===== config.mk =====
export PLATFORM = sky130hd
export DESIGN_NAME = pwm_timer
export DESIGN_NICKNAME = d
export VERILOG_FILES = /design/src/rtl/pwm_timer_pkg.sv /design/src/rtl/pwm_timer_regs.sv /design/src/rtl/pwm_timer_chan.sv /design/src/rtl/pwm_timer.sv
export SDC_FILE = /design/constraint.sdc
export NUM_CORES = 1
export LEC_CHECK = 0
export BUFFER_PORTS_ARGS = -buffer_cell sky130_fd_sc_hd__buf_2
export CORE_MARGIN = 1.5
export CORE_UTILIZATION = 40
export DETAILED_ROUTE_END_ITERATION = 7
export PLACE_DENSITY_LB_ADDON = 0.25
export SLEW_MARGIN = 30
export SYNTH_ARGS = -nofsm -noshare
export SYNTH_HDL_FRONTEND = slang
export SYNTH_SLANG_ARGS = --single-unit

===== constraint.sdc =====
create_clock -name clk_i -period 10.7 [get_ports clk_i]
set_input_delay 0.535 -clock clk_i [delete_from_list [all_inputs] [get_ports clk_i]]
set_output_delay 0.535 -clock clk_i [all_outputs]
set_load 0.02 [all_outputs]

===== src/rtl/pwm_timer_pkg.sv =====
package pwm_timer_pkg;

  typedef struct packed {
    logic start;
    logic upd;
    logic inv;
    logic arl;
  } chan_ctl_t;

  localparam int OFS_CFG0   = 'h00;
  localparam int OFS_CFG1   = 'h04;
  localparam int OFS_CTRL   = 'h08;
  localparam int OFS_BUF0   = 'h0C;
  localparam int BUF_STRIDE = 'h0C;

  // control groups skip one slot after channel 0
  function automatic int ctl_group(input int ch);
    return (ch == 0) ? 0 : ch + 1;
  endfunction

endpackage


===== src/rtl/pwm_timer_regs.sv =====
module pwm_timer_regs
  import pwm_timer_pkg::*;
#(
  parameter int NUM_CH = 5,
  parameter int CNT_W  = 16,
  parameter int AW     = 8,
  parameter int DW     = 32
) (
  input  logic                          clk_i,
  input  logic                          rst_ni,
  input  logic                          we_i,
  input  logic [AW-1:0]                 addr_i,
  input  logic [DW-1:0]                 wdata_i,
  output logic [DW-1:0]                 rdata_o,
  output chan_ctl_t [NUM_CH-1:0]        ctl_o,
  output logic [NUM_CH-1:0][CNT_W-1:0]  cnt_buf_o,
  output logic [NUM_CH-1:0][CNT_W-1:0]  cmp_buf_o
);

  function automatic logic [DW-1:0] ctrl_mask();
    logic [DW-1:0] m;
    m = '0;
    for (int ch = 0; ch < NUM_CH; ch++) begin
      if (ch == NUM_CH - 1) m[4*ctl_group(ch) +: 3] = 3'b111;
      else                  m[4*ctl_group(ch) +: 4] = 4'hF;
    end
    return m;
  endfunction

  function automatic logic [AW-1:0] cnt_ofs(input int ch);
    return AW'(OFS_BUF0 + BUF_STRIDE * ch);
  endfunction

  function automatic logic [AW-1:0] cmp_ofs(input int ch);
    return AW'(OFS_BUF0 + BUF_STRIDE * ch + 4);
  endfunction

  localparam logic [DW-1:0] CTRL_MASK = ctrl_mask();

  logic [DW-1:0]                cfg0_q, cfg1_q, ctrl_q;
  logic [NUM_CH-1:0][CNT_W-1:0] cnt_buf_q, cmp_buf_q;

  always_ff @(posedge clk_i or negedge rst_ni) begin
    if (!rst_ni) begin
      cfg0_q    <= '0;
      cfg1_q    <= '0;
      ctrl_q    <= '0;
      cnt_buf_q <= '0;
      cmp_buf_q <= '0;
    end else if (we_i) begin
      if (addr_i == AW'(OFS_CFG0)) cfg0_q <= wdata_i;
      if (addr_i == AW'(OFS_CFG1)) cfg1_q <= wdata_i;
      if (addr_i == AW'(OFS_CTRL)) ctrl_q <= wdata_i & CTRL_MASK;
      for (int ch = 0; ch < NUM_CH; ch++) begin
        if (addr_i == cnt_ofs(ch)) cnt_buf_q[ch] <= wdata_i[CNT_W-1:0];
        if (addr_i == cmp_ofs(ch)) cmp_buf_q[ch] <= wdata_i[CNT_W-1:0];
      end
    end
  end

  always_comb begin
    rdata_o = '0;
    if (addr_i == AW'(OFS_CFG0)) rdata_o = cfg0_q;
    if (addr_i == AW'(OFS_CFG1)) rdata_o = cfg1_q;
    if (addr_i == AW'(OFS_CTRL)) rdata_o = ctrl_q;
    for (int ch = 0; ch < NUM_CH; ch++) begin
      if (addr_i == cnt_ofs(ch)) rdata_o = DW'(cnt_buf_q[ch]);
      if (addr_i == cmp_ofs(ch)) rdata_o = DW'(cmp_buf_q[ch]);
    end
  end

  for (genvar i = 0; i < NUM_CH; i++) begin : g_ctl
    localparam int G = ctl_group(i);
    if (i == NUM_CH - 1) begin : g_last
      // last channel: no invert, reload sits at position 2
      assign ctl_o[i] = {ctrl_q[4*G], ctrl_q[4*G+1], 1'b0, ctrl_q[4*G+2]};
    end else begin : g_std
      assign ctl_o[i] = {ctrl_q[4*G], ctrl_q[4*G+1], ctrl_q[4*G+2], ctrl_q[4*G+3]};
    end
  end

  assign cnt_buf_o = cnt_buf_q;
  assign cmp_buf_o = cmp_buf_q;

  a_r2_cfg_write: assert property (@(posedge clk_i) disable iff (!rst_ni)
    (we_i && addr_i == AW'(OFS_CFG0)) |=> (cfg0_q == $past(wdata_i)));

  a_r3_ctrl_rsvd_zero: assert property (@(posedge clk_i) disable iff (!rst_ni)
    (addr_i == AW'(OFS_CTRL)) |-> ((rdata_o & ~CTRL_MASK) == '0));

endmodule


===== src/rtl/pwm_timer_chan.sv =====
module pwm_timer_chan
  import pwm_timer_pkg::*;
#(
  parameter int CNT_W = 16
) (
  input  logic             clk_i,
  input  logic             rst_ni,
  input  logic             tick_i,
  input  chan_ctl_t        ctl_i,
  input  logic [CNT_W-1:0] cnt_buf_i,
  input  logic [CNT_W-1:0] cmp_buf_i,
  output logic             pwm_o
);

  localparam logic [CNT_W-1:0] ALL1 = '1;

  logic [CNT_W-1:0] cnt_q, cmp_q, cnt_dec;
  logic             raw_q, halt_q, step, hit_next;

  assign step     = ctl_i.start && !ctl_i.upd && !halt_q && tick_i;
  assign cnt_dec  = cnt_q - CNT_W'(1);
  assign hit_next = (cmp_q != ALL1) && (cnt_dec <= cmp_q);

  always_ff @(posedge clk_i or negedge rst_ni) begin
    if (!rst_ni) begin
      cnt_q  <= '0;
      cmp_q  <= '0;
      raw_q  <= 1'b0;
      halt_q <= 1'b0;
    end else if (ctl_i.upd) begin
      cnt_q  <= cnt_buf_i;
      cmp_q  <= cmp_buf_i;
      raw_q  <= 1'b0;
      halt_q <= 1'b0;
    end else if (step) begin
      if (cnt_q == '0) begin
        raw_q <= 1'b0;
        if (ctl_i.arl) begin
          cnt_q <= cnt_buf_i;
          cmp_q <= cmp_buf_i;
        end else begin
          halt_q <= 1'b1;
        end
      end else begin
        cnt_q <= cnt_dec;
        raw_q <= hit_next;
      end
    end
  end

  assign pwm_o = (ctl_i.start & raw_q) ^ ctl_i.inv;

  a_r5_upd_loads: assert property (@(posedge clk_i) disable iff (!rst_ni)
    ctl_i.upd |=> (cnt_q == $past(cnt_buf_i)) && (cmp_q == $past(cmp_buf_i)) && !raw_q);

  a_r6_down_step: assert property (@(posedge clk_i) disable iff (!rst_ni)
    (ctl_i.start && !ctl_i.upd && !halt_q && tick_i && cnt_q != '0)
      |=> (cnt_q == $past(cnt_q) - CNT_W'(1)));

  a_r6_hold: assert property (@(posedge clk_i) disable iff (!rst_ni)
    (!ctl_i.upd && (!ctl_i.start || !tick_i)) |=> $stable(cnt_q));

  a_r8_allones_nomatch: assert property (@(posedge clk_i) disable iff (!rst_ni)
    (cmp_q == ALL1) |-> !raw_q);

  a_r9_reload: assert property (@(posedge clk_i) disable iff (!rst_ni)
    (step && cnt_q == '0 && ctl_i.arl) |=> (cnt_q == $past(cnt_buf_i)) && !raw_q);

  a_r10_stay_halted: assert property (@(posedge clk_i) disable iff (!rst_ni)
    (halt_q && !ctl_i.upd) |=> halt_q && $stable(cnt_q) && !raw_q);

endmodule


===== src/rtl/pwm_timer.sv =====
module pwm_timer
  import pwm_timer_pkg::*;
#(
  parameter int NUM_CH = 5,
  parameter int CNT_W  = 16,
  parameter int AW     = 8,
  parameter int DW     = 32
) (
  input  logic              clk_i,
  input  logic              rst_ni,
  input  logic              reg_we_i,
  input  logic [AW-1:0]     reg_addr_i,
  input  logic [DW-1:0]     reg_wdata_i,
  output logic [DW-1:0]     reg_rdata_o,
  input  logic [NUM_CH-1:0] tick_i,
  output logic [NUM_CH-1:0] pwm_o
);

  chan_ctl_t [NUM_CH-1:0]       ctl;
  logic [NUM_CH-1:0][CNT_W-1:0] cnt_buf, cmp_buf;

  pwm_timer_regs #(
    .NUM_CH(NUM_CH), .CNT_W(CNT_W), .AW(AW), .DW(DW)
  ) u_regs (
    .clk_i     (clk_i),
    .rst_ni    (rst_ni),
    .we_i      (reg_we_i),
    .addr_i    (reg_addr_i),
    .wdata_i   (reg_wdata_i),
    .rdata_o   (reg_rdata_o),
    .ctl_o     (ctl),
    .cnt_buf_o (cnt_buf),
    .cmp_buf_o (cmp_buf)
  );

  for (genvar i = 0; i < NUM_CH; i++) begin : g_ch
    pwm_timer_chan #(.CNT_W(CNT_W)) u_chan (
      .clk_i     (clk_i),
      .rst_ni    (rst_ni),
      .tick_i    (tick_i[i]),
      .ctl_i     (ctl[i]),
      .cnt_buf_i (cnt_buf[i]),
      .cmp_buf_i (cmp_buf[i]),
      .pwm_o     (pwm_o[i])
    );

    // an untouched, idle channel keeps its output
    a_r12_isolated: assert property (@(posedge clk_i) disable iff (!rst_ni)
      (!tick_i[i] && !reg_we_i && !ctl[i].upd) |=> $stable(pwm_o[i]));
  end

endmodule


==> metrics.txt, run 1 <==
mux cell area share after synthesis 0.189; CTS buffer count 46; capturing element type of the critical path primary output; least setup slack across all paths after layout ~6.6 ns; xor and xnor area share after synthesis 0.0263; cell family contributing the most delay on the critical path simple AND/OR/NAND/NOR gates; area of the core region 0.0555 sq mm; worst setup path class input pin to primary output; max incr delay on CP ~0.84 ns; classification of the worst-slack hold path input pin to async pin; number of nets in the final layout 2286; sequential area share after synthesis 0.457; wire length of the first global-routing pass ~100000 um; via density per instance around 5.8; chip height ~240 um; FFs w/ async S/R, synth 1.00; setup TNS 0 ns; simple-gate share of the synthesized area 0.108; top cell type by total area after synthesis sky130_fd_sc_hd__dfrtp_1; antenna violations before repair 9; cts-stage hold buffer count 0; layout overhead on the synthesized area 12.2%; CP max stage cell sky130_fd_sc_hd__nor4b_2; Synth area leaders sky130_fd_sc_hd__dfrtp_1, sky130_fd_sc_hd__mux2_2, sky130_fd_sc_hd__ha_1; commonest non-fill, non-tap cell in the layout sky130_fd_sc_hd__dfrtp_1; worst-skew pair later-pin latency roughly 0.59 ns; series of cell instances along the critical path buf_2 > nor4b_2 > nand2_1 > o311ai_0 > nor2_1 > o32ai_1 > nand2_1 > buf_2; Slew Viols, Final 0; Leak Pwr 12.1 nW; highest-count cells in the layout ignoring fill and taps sky130_fd_sc_hd__dfrtp_1, sky130_fd_sc_hd__mux2_2, sky130_fd_sc_hd__nand2_1; actual slew at the worst max-slew pin a little under 1 ns; # placed instances about 2800; detailed-routing wirelength on met1 slightly above 30000 um; synthesized netlist net count around 2300; number of top-level design ports between 80 and 90; signal arrival time at the worst endpoint around 3.6 ns; Post-synth top flop sky130_fd_sc_hd__dfrtp_1; wire length per cell ~23 um; met3 wirelength from detailed routing around 3700 um; met2 wirelength from detailed routing 32500 um; Crit path buffers/inverters 2; CTS Root Cell sky130_fd_sc_hd__clkbuf_16; number of enable flip-flop cells after synthesis 0; IR drop worst, VDD ~0.00012 V; postcts setup bufs 0; Syn Std Cell Area between 0.02 and 0.025 sq mm; CTS Sinks 413; CTS tree yes; fin crit share 0.382; Pwr Total about 4.8 mW; number of setup violations in the final report 0; complex-gate fraction of the synthesized area 0.124; dominant combinational cell family by area after synthesis multiplexers; setup repair after global routing missed its margin no; horizontal extent of the die 241 um; non-filler cells in the finished layout 2932; global router's overall resource usage 0.239; relative max-transition margin 0.353; maximum clock frequency around 240 MHz; ratio of cells with drive above 1 in the final layout 0.246; Seq cells post-synth 413; number of standard cells after synthesis approximately 2100; fillcell total ~5300; starting DRC count in detailed routing roughly 1400; leftover overflow at the end of global routing 0; final hold violations 13; Rows 86; detailed placer's ending HPWL 49600 um; maximum clock insertion buffer count 3; PwrDens between 150 and 200 mW/mm^2; Worst setup SP type input pin; via count of the first global-routing pass ~17000; post-synthesis cell type count 88; outcome finished, violations left; mean cell area of the mapped netlist roughly 11 sq um; max cap viols 0; Final Routed Wirelength between 60000 and 70000 um; total of buffers placed on input and output ports 84; final period demand of the worst path 4.09 ns; number of warnings printed during yosys synthesis 0; largest net degree at the start of global routing approximately 190; antenna violation net count after detailed routing 0; Final Skew between 0.01 and 0.015 ns; failing checks negative hold slack; setup slack at placement ~6.7 ns; floorplan die area between 0.05 and 0.06 sq mm; worst hold slack across all endpoints -0.0199 ns; quantity of gates resized following cts 0; first-pass detailed-route iteration total 5; highest layer used for signal routing met5; Worst Path Required 10.17 ns; initial cell density of the core 0.407; largest fanout on the critical path 17; routability congestion estimate between 0.9 and 1; area share of fa/ha/maj cells after synthesis 0.0498; overall via count from detail_route about 17000; clock slew at the register clock pins of the worst setup and hold paths about 0.050 ns; share of the synthesized area in the top cell type 0.457; DRC viols 0; H-Tree Level Count 2
-- final timing paths --
check / start / endpoint / slack [ns] / cells past startpoint
min in group clk_i: reg_wdata_i[24] / u_regs.cfg1_q[24] / 0.19 / 2
max: reg_addr_i[4] / reg_rdata_o[4] / 6.61 / 8
min reg2reg: g_ch[4].u_chan.halt_q / g_ch[4].u_chan.halt_q / 0.49 / 2
min: rst_ni / u_regs.cfg1_q[13] / -0.02 / 1
max reg2reg: g_ch[1].u_chan.cnt_q[0] / g_ch[1].u_chan.raw_q / 6.83 / 12
max in group asynchronous: rst_ni / u_regs.cfg0_q[4] / 8.69 / 3
-- cells by family after synthesis --
kind of cell	count (synthesis)
AND/OR/NAND/NOR	487
multiplexers	374
XOR/XNOR	67
adder cells (fa/ha/maj)	90
AO/OA/AOI/OAI	430
buffers and inverters	259
flip-flops	413
-- flip-flops by register name, indices dropped and copies added (netlist names) --
| name | flops |
|---|---|
| g_ch.u_chan.cmp_q | 80 |
| g_ch.u_chan.cnt_q | 80 |
| u_regs.cmp_buf_o | 80 |
| u_regs.cnt_buf_o | 80 |
| u_regs.cfg0_q | 32 |
| u_regs.cfg1_q | 32 |
| u_regs.ctrl_q | 19 |
| g_ch.u_chan.halt_q | 5 |
| g_ch.u_chan.raw_q | 5 |
-- synthesized netlist by cell type (all sizes together) (33+ instances only) --
master and count:
dfrtp 413, mux2 324, nand2 142, inv 135, nor2 122, o21ai 122
a21oi 96, ha 90, clkbuf 81, nor3 59, mux2i 43, buf 42
o22ai 39, xnor2 34, xor2 33
-- worst reg2reg max path, cell delays in order, from the launching register on --
cell	delay (ns)
sky130_fd_sc_hd__dfrtp_1	0.43
sky130_fd_sc_hd__inv_1	0.11
sky130_fd_sc_hd__ha_1	0.21
sky130_fd_sc_hd__or3b_1	0.49
sky130_fd_sc_hd__or4b_4	0.55
sky130_fd_sc_hd__or3_1	0.38
sky130_fd_sc_hd__xnor2_2	0.16
sky130_fd_sc_hd__ha_1	0.30
sky130_fd_sc_hd__nand2_1	0.07
sky130_fd_sc_hd__or4_1	0.53
sky130_fd_sc_hd__o22ai_1	0.13
sky130_fd_sc_hd__a31oi_1	0.06
sky130_fd_sc_hd__o41ai_1	0.33
-- through the flow --
step            util  area, sq um
2_1_floorplan      -        22600
3_3_place_gp   0.425        23600
3_5_place_dp   0.426        23600
4_1_cts        0.456        25300
5_1_grt        0.457        25400
6_report       0.457        25400
-- per-layer routing --
layer / vias to the layer above / GRT usage
li1: 7771 / -
met1: 8609 / 0.323
met2: 478 / 0.390
met3: 125 / 0.0413
met4: 10 / 0.0764
met5: - / 0
-- cell type report --
class	instances	area, sq um	share of cell area
diodes	1	2.50	0.0000987
clock buffers	65	1330	0.0525
clock inverters	18	347	0.0137
inverters	136	510	0.0201
multi-input cells	1448	11300	0.445
flip-flops and latches	413	10300	0.407
well taps	748	936	0.0369
repair buffers	103	617	0.0243
-- power breakdown --
part / total, mW / internal, mW / switching (mW)
sequential: 1.88 / 1.70 / 0.180
clock: 1.75 / 1.09 / 0.659
combinational: 1.15 / 0.495 / 0.656
total: 4.78 / 3.29 / 1.49
Power figures use the tool's default switching activity.
==> run 2, diff against run 1 <==
Clock period 10.7 ns to 3.62 ns, I/O delays scaled along.
==> run 2 against run 1 <==
  * Highest routed layer unchanged
  * Wire length up 0.41%
  * Die area unchanged
  * The flow now finishes without violations
  * Critical path depth up 4
  * Count of clock-buffer cells in the layout up 1
==> metrics.txt, run 2 (synthesis gave the netlist of run 1 again) <==
Worst setup SP type flip-flop; wire length per cell ~23 um; series of cell instances along the critical path inv_1 > ha_1 > or3b_4 > or4b_4 > or3_4 > xnor2_2 > ha_1 > nand2_1 > or4_1 > o22ai_2 > a31oi_1 > o41ai_1; number of top-level design ports 85; DRC viols 0; CTS Sinks 413; initial cell density of the core 0.407; detailed placer's ending HPWL just over 50000 um; Final Skew 0.0253 ns; first-pass detailed-route iteration total 5; maximum clock frequency 289 MHz; layout overhead on the synthesized area 14.5%; clock slew at the register clock pins of the worst setup and hold paths approximately 0.060 ns; Worst Path Required ~4.1 ns; max incr delay on CP about 0.54 ns; leftover overflow at the end of global routing 0; signal arrival time at the worst endpoint just under 4 ns; H-Tree Level Count 2; overall via count from detail_route 17200; CP max stage cell sky130_fd_sc_hd__or4_1; via count of the first global-routing pass roughly 18000; Hold Crit Start tick_i[3]; horizontal extent of the die 241 um; Leak Pwr between 10 and 15 nW; final hold violations 0; startpoint of the most critical register-to-register path g_ch[1].u_chan.cnt_q[0]; least setup slack across all paths after layout 0.159 ns; number of nets in the final layout between 2000 and 2500; CTS Root Cell sky130_fd_sc_hd__clkbuf_16; chip height around 240 um; setup repair after global routing missed its margin no; IR drop worst, VDD roughly 0.00037 V; final period demand of the worst path 3.46 ns; first element of the critical path g_ch[1].u_chan.cnt_q[0]; Slew Viols, Final 0; max cap viols 0; floorplan die area approximately 0.058 sq mm; commonest non-fill, non-tap cell in the layout sky130_fd_sc_hd__dfrtp_1; actual slew at the worst max-slew pin between 0.9 and 1 ns; PwrDens between 500 and 600 mW/mm^2; capturing element type of the critical path flip-flop; total of buffers placed on input and output ports 84; antenna violation net count after detailed routing 0; most used cell, CP sky130_fd_sc_hd__ha_1; Pwr Total around 14 mW; CTS buffer count between 40 and 50; antenna violations before repair 5; largest net degree at the start of global routing 104; worst-skew pair later-pin latency 0.60 ns; classification of the worst-slack hold path input pin to flip-flop; setup slack at placement between 0.05 and 0.06 ns; postcts setup bufs 0; global router's overall resource usage 0.241; Final Routed Wirelength between 60000 and 70000 um; via density per instance about 5.7; starting DRC count in detailed routing 1468; number of setup violations in the final report 0; relative max-transition margin 0.394; setup TNS 0 ns; largest fanout on the critical path 3; worst hold slack across all endpoints 0.0382 ns; area of the core region ~0.056 sq mm; highest-count cells in the layout ignoring fill and taps sky130_fd_sc_hd__dfrtp_1, sky130_fd_sc_hd__mux2_2, sky130_fd_sc_hd__nand2_1; wire length of the first global-routing pass 106000 um; outcome complete, no violations; worst setup path class flip-flop to flip-flop; maximum clock insertion buffer count 3; fin crit share 0.956; CTS tree yes; ratio of cells with drive above 1 in the final layout 0.262; routability congestion estimate 0.937; Rows 86
[run 2: final cells by class]
type / count / area (sq um)
fill: 5214 / 29600
clock inverter: 21 / 287
sequential: 413 / 10300
timing repair buffer: 170 / 1160
inverter: 136 / 510
multi-input combinational: 1448 / 11300
antenna: 1 / 2.50
clock buffer: 66 / 1370
tap: 748 / 936
[run 2: metrics by stage]
step	cells	util	area (sq um)
6_report	3003	0.466	25900
5_1_grt	3002	0.466	25900
3_3_place_gp	2896	0.433	24000
2_1_floorplan	2120	-	22600
3_5_place_dp	2896	0.433	24000
4_1_cts	3002	0.466	25900
[run 2: power by group]
| part | internal (mW) | switching [mW] |
|---|---|---|
| logic | 1.55 | 1.95 |
| clock network | 3.07 | 2.01 |
| registers | 5.04 | 0.508 |
[run 2: what timing repair did]
action	in CTS	in global routing
endpoints found under the setup margin	0	1
endpoints found under the hold margin	134	0
hold buffers	19	0
resized for setup	0	4
[run 2: critical path: cells and delay by family (launching register included)]
family,cells,cell delay [ns]
compound gates,3,0.39
simple gates,5,1.88
xor+xnor,1,0.15
flops,1,0.37
fa+ha+maj,2,0.47
buf+inv,1,0.09
[run 2: layer usage]
layer / vias up / share of wire / global-route usage
met5: - / 0.00033 / 0
met3: 114 / 0.058 / 0.0391
met4: 4 / 0.029 / 0.0764
met1: 8708 / 0.44 / 0.323
met2: 511 / 0.47 / 0.399
li1: 7910 / - / -
[run 2: path summary, 6_finish.rpt]
path | to | slack (ns) | depth (start not counted)
worst max-delay path | g_ch[1].u_chan.raw_q | 0.16 | 12
worst min-delay path | g_ch[3].u_chan.cnt_q[14] | 0.04 | 4
worst max register to register | g_ch[1].u_chan.raw_q | 0.16 | 12
worst min register to register | g_ch[4].u_chan.halt_q | 0.50 | 2
max in group asynchronous | u_regs.ctrl_q[3] | 2.40 | 3
min in group asynchronous | g_ch[2].u_chan.cnt_q[8] | 0.24 | 2
==> run 3, diff against run 2 <==
Settings changed: ABC_AREA set to 1.
==> run 3 against run 2 <==
  * Global-route usage up 0.22 points
  * Sequential power up 5.1%
  * Count of clock-buffer cells in the layout up 1
  * Combinational power fell by 3%
  * First-iteration DRC count rose by 34%
  * Utilization down 0.89 points
  * Critical path depth increased by 6
  * Critical endpoint is now g_ch[0].u_chan.raw_q
  * Largest cell class is now registers
==> metrics.txt, run 3 <==
least setup slack across all paths after layout 0.802 ns; r2r setup slk between 0.8 and 0.9 ns; wire length of the first global-routing pass ~100000 um; wire length per cell 19.7 um; CTS buffer count 46; Seq cells post-synth slightly above 400; postcts setup bufs 0; endpoint of the most critical register-to-register path g_ch[0].u_chan.raw_q; mean cell area of the mapped netlist roughly 8.1 sq um; number of top-level design ports 85; Syn Std Cell Area 0.0215 sq mm; highest-count cells in the layout ignoring fill and taps sky130_fd_sc_hd__nand2_1, sky130_fd_sc_hd__dfrtp_1, sky130_fd_sc_hd__o21ai_0; detailed placer's ending HPWL around 50000 um; Final Skew about 0.016 ns; number of setup violations in the final report 0; CTS tree yes; fin crit share 0.779; number of nets in the final layout 2847; startpoint of the most critical register-to-register path g_ch[0].u_chan.cnt_q[0]; number of warnings printed during yosys synthesis 0; via count of the first global-routing pass 17800; Leak Pwr 11.7 nW; largest fanout on the critical path 5; setup repair after global routing missed its margin no; # placed instances 3331; routability congestion estimate 1.01; actual slew at the worst max-slew pin 0.934 ns; count of cells along the worst hold path 4; global router's overall resource usage 0.244; via density per instance 5.42; Slew Viols, Final 0; first-pass detailed-route iteration total 6; classification of the worst-slack hold path input pin to flip-flop; non-filler cells in the finished layout 3432; number of standard cells after synthesis roughly 2700; area of the core region about 0.053 sq mm; PwrDens between 500 and 600 mW/mm^2; post-route design area roughly 0.024 sq mm; Synth area leaders sky130_fd_sc_hd__dfrtp_1, sky130_fd_sc_hd__nand2_1, sky130_fd_sc_hd__o21ai_0; capturing element type of the critical path flip-flop; max cap viols 0; DRC viols 0; Final Routed Wirelength between 60000 and 70000 um; chip height 235 um; Worst Path Required around 4 ns; clock slew at the register clock pins of the worst setup and hold paths 0.06 ns; antenna violation net count after detailed routing 0; signal arrival time at the worst endpoint between 3 and 4 ns; setup TNS 0 ns; outcome complete, no violations; number of enable flip-flop cells after synthesis 0; floorplan die area around 0.055 sq mm; CTS Sinks about 410; worst-skew pair later-pin latency around 0.58 ns; CTS Root Cell sky130_fd_sc_hd__clkbuf_16; relative max-transition margin 0.377; FFs w/ async S/R, synth 1.00; sequential area share after synthesis 0.480; Rows 84; worst setup path class flip-flop to flip-flop; ratio of cells with drive above 1 in the final layout 0.0864; end of the worst hold path g_ch[4].u_chan.raw_q; IR drop worst, VDD 0.000367 V; depth of the worst register-to-register path 18; overall via count from detail_route between 15000 and 20000; leftover overflow at the end of global routing 0; maximum clock insertion buffer count 3; commonest non-fill, non-tap cell in the layout sky130_fd_sc_hd__nand2_1; final period demand of the worst path between 2 and 3 ns; final hold violations 0; Hold Crit Start tick_i[4]; horizontal extent of the die roughly 240 um; synthesized netlist net count ~2800; layout overhead on the synthesized area 12.3%; initial cell density of the core 0.407; H-Tree Level Count 2; maximum clock frequency 355 MHz; share of the synthesized area in the top cell type 0.480; Worst setup SP type flip-flop; instance area after placement ~0.022 sq mm; antenna violations before repair 4; post-synthesis cell type count 47; Post-synth top flop sky130_fd_sc_hd__dfrtp_1; top cell type by total area after synthesis sky130_fd_sc_hd__dfrtp_1; largest net degree at the start of global routing slightly below 100; quantity of gates resized following cts 0; most instantiated library cell after synthesis sky130_fd_sc_hd__nand2_1; setup slack at placement approximately 0.86 ns; total of buffers placed on input and output ports 84; starting DRC count in detailed routing between 1500 and 2000; top cells by count, synth sky130_fd_sc_hd__nand2_1, sky130_fd_sc_hd__dfrtp_1, sky130_fd_sc_hd__o21ai_0
## run 3: cell types whose count changed after synthesis, moves of 30 or more
cell / change
sky130_fd_sc_hd__nand2_1: +462
sky130_fd_sc_hd__mux2_2: -301
sky130_fd_sc_hd__o21ai_0: +233
sky130_fd_sc_hd__inv_1: +139
sky130_fd_sc_hd__nor2_1: +119
sky130_fd_sc_hd__a21oi_1: +97
sky130_fd_sc_hd__mux2i_1: -43
sky130_fd_sc_hd__nand3_1: +41
sky130_fd_sc_hd__xnor2_1: -32
sky130_fd_sc_hd__xor2_1: +32
sky130_fd_sc_hd__nand4_1: +30
sky130_fd_sc_hd__nor3_1: -30
## run 3: cell type report
cell class | instances | area [sq um]
Fill cell | 5162 | 28700
Sequential cell | 413 | 10300
Multi-Input combinational cell | 1836 | 9510
Clock buffer | 67 | 1370
Inverter | 286 | 1080
Tap cell | 688 | 861
Timing Repair Buffer | 126 | 841
Clock inverter | 14 | 180
Antenna cell | 2 | 5.00
## run 3: kinds of logic (layout without fill, tap and decap cells)
group | after synthesis | count (layout) | share of synthesized area
AND/OR/NAND/NOR | 1041 | 1041 | 0.203
multiplexers | 3 | 3 | 0.00174
flip-flops | 413 | 413 | 0.480
other | 0 | 2 | 0
XOR/XNOR | 66 | 66 | 0.0268
AO/OA/AOI/OAI | 636 | 636 | 0.157
buffers and inverters | 412 | 493 | 0.0790
adder cells (fa/ha/maj) | 90 | 90 | 0.0523
## run 3: per-layer routing
| layer | GRT usage | up-vias | share of wire |
|---|---|---|---|
| met5 | 0 | - | 0.00071 |
| met4 | 0.0903 | 6 | 0.037 |
| met3 | 0.0357 | 139 | 0.070 |
| met2 | 0.375 | 717 | 0.44 |
| met1 | 0.347 | 8913 | 0.45 |
| li1 | - | 8828 | - |
## run 3: power by group
group / switching [mW] / internal, mW / leakage [nW]
clock network: 1.93 / 2.90 / 0.768
logic: 2.15 / 1.26 / 5.69
registers: 0.578 / 5.24 / 5.23
total: 4.66 / 9.40 / 11.7
## run 3: worst max path at each step
stage | to | depth (start not counted) | from | slack [ns]
after floorplan | g_ch[0].u_chan.raw_q | 18 | g_ch[0].u_chan.cnt_q[0] | 1.21
after CTS | g_ch[0].u_chan.raw_q | 18 | g_ch[0].u_chan.cnt_q[0] | 0.85
final | g_ch[0].u_chan.raw_q | 18 | g_ch[0].u_chan.cnt_q[0] | 0.80
after global placement | g_ch[4].u_chan.raw_q | 17 | g_ch[4].u_chan.cnt_q[0] | 0.84
after detailed placement | g_ch[3].u_chan.raw_q | 16 | g_ch[3].u_chan.cnt_q[0] | 0.86
after global routing | g_ch[0].u_chan.raw_q | 18 | g_ch[0].u_chan.cnt_q[0] | 0.44
## run 3: per-stage QoR
step / hold WS (ns) / power, mW / utilization
detailed placement: 0.202 / 9.26 / 0.424
finish: 0.0295 / 14.1 / 0.457
CTS: 0.0174 / 14.1 / 0.457
global route: 0.0384 / 14.9 / 0.457
floorplan: -0.115 / 8.25 / -
global placement: 0.206 / 9.13 / 0.424
## run 3: repair_timing
action                                  CTS  global route
hold buffers                             18             0
endpoints found under the setup margin    0             0
endpoints found under the hold margin   100             0
## run 3: critical path, stage by stage, from the launching register on
cell and delay (ns):
sky130_fd_sc_hd__dfrtp_1 0.43, sky130_fd_sc_hd__inv_1 0.14, sky130_fd_sc_hd__ha_1 0.22, sky130_fd_sc_hd__nand2_1 0.11, sky130_fd_sc_hd__nor2_1 0.23, sky130_fd_sc_hd__nand2_1 0.14, sky130_fd_sc_hd__o21ai_0 0.17, sky130_fd_sc_hd__o21a_1 0.14
sky130_fd_sc_hd__inv_1 0.05, sky130_fd_sc_hd__ha_1 0.27, sky130_fd_sc_hd__nand2_1 0.06, sky130_fd_sc_hd__inv_1 0.07, sky130_fd_sc_hd__nand3_1 0.07, sky130_fd_sc_hd__nor3_1 0.18, sky130_fd_sc_hd__o21ai_0 0.12, sky130_fd_sc_hd__o2111ai_1 0.09
sky130_fd_sc_hd__nand2_1 0.11, sky130_fd_sc_hd__nand2_1 0.07, sky130_fd_sc_hd__nand2_1 0.04
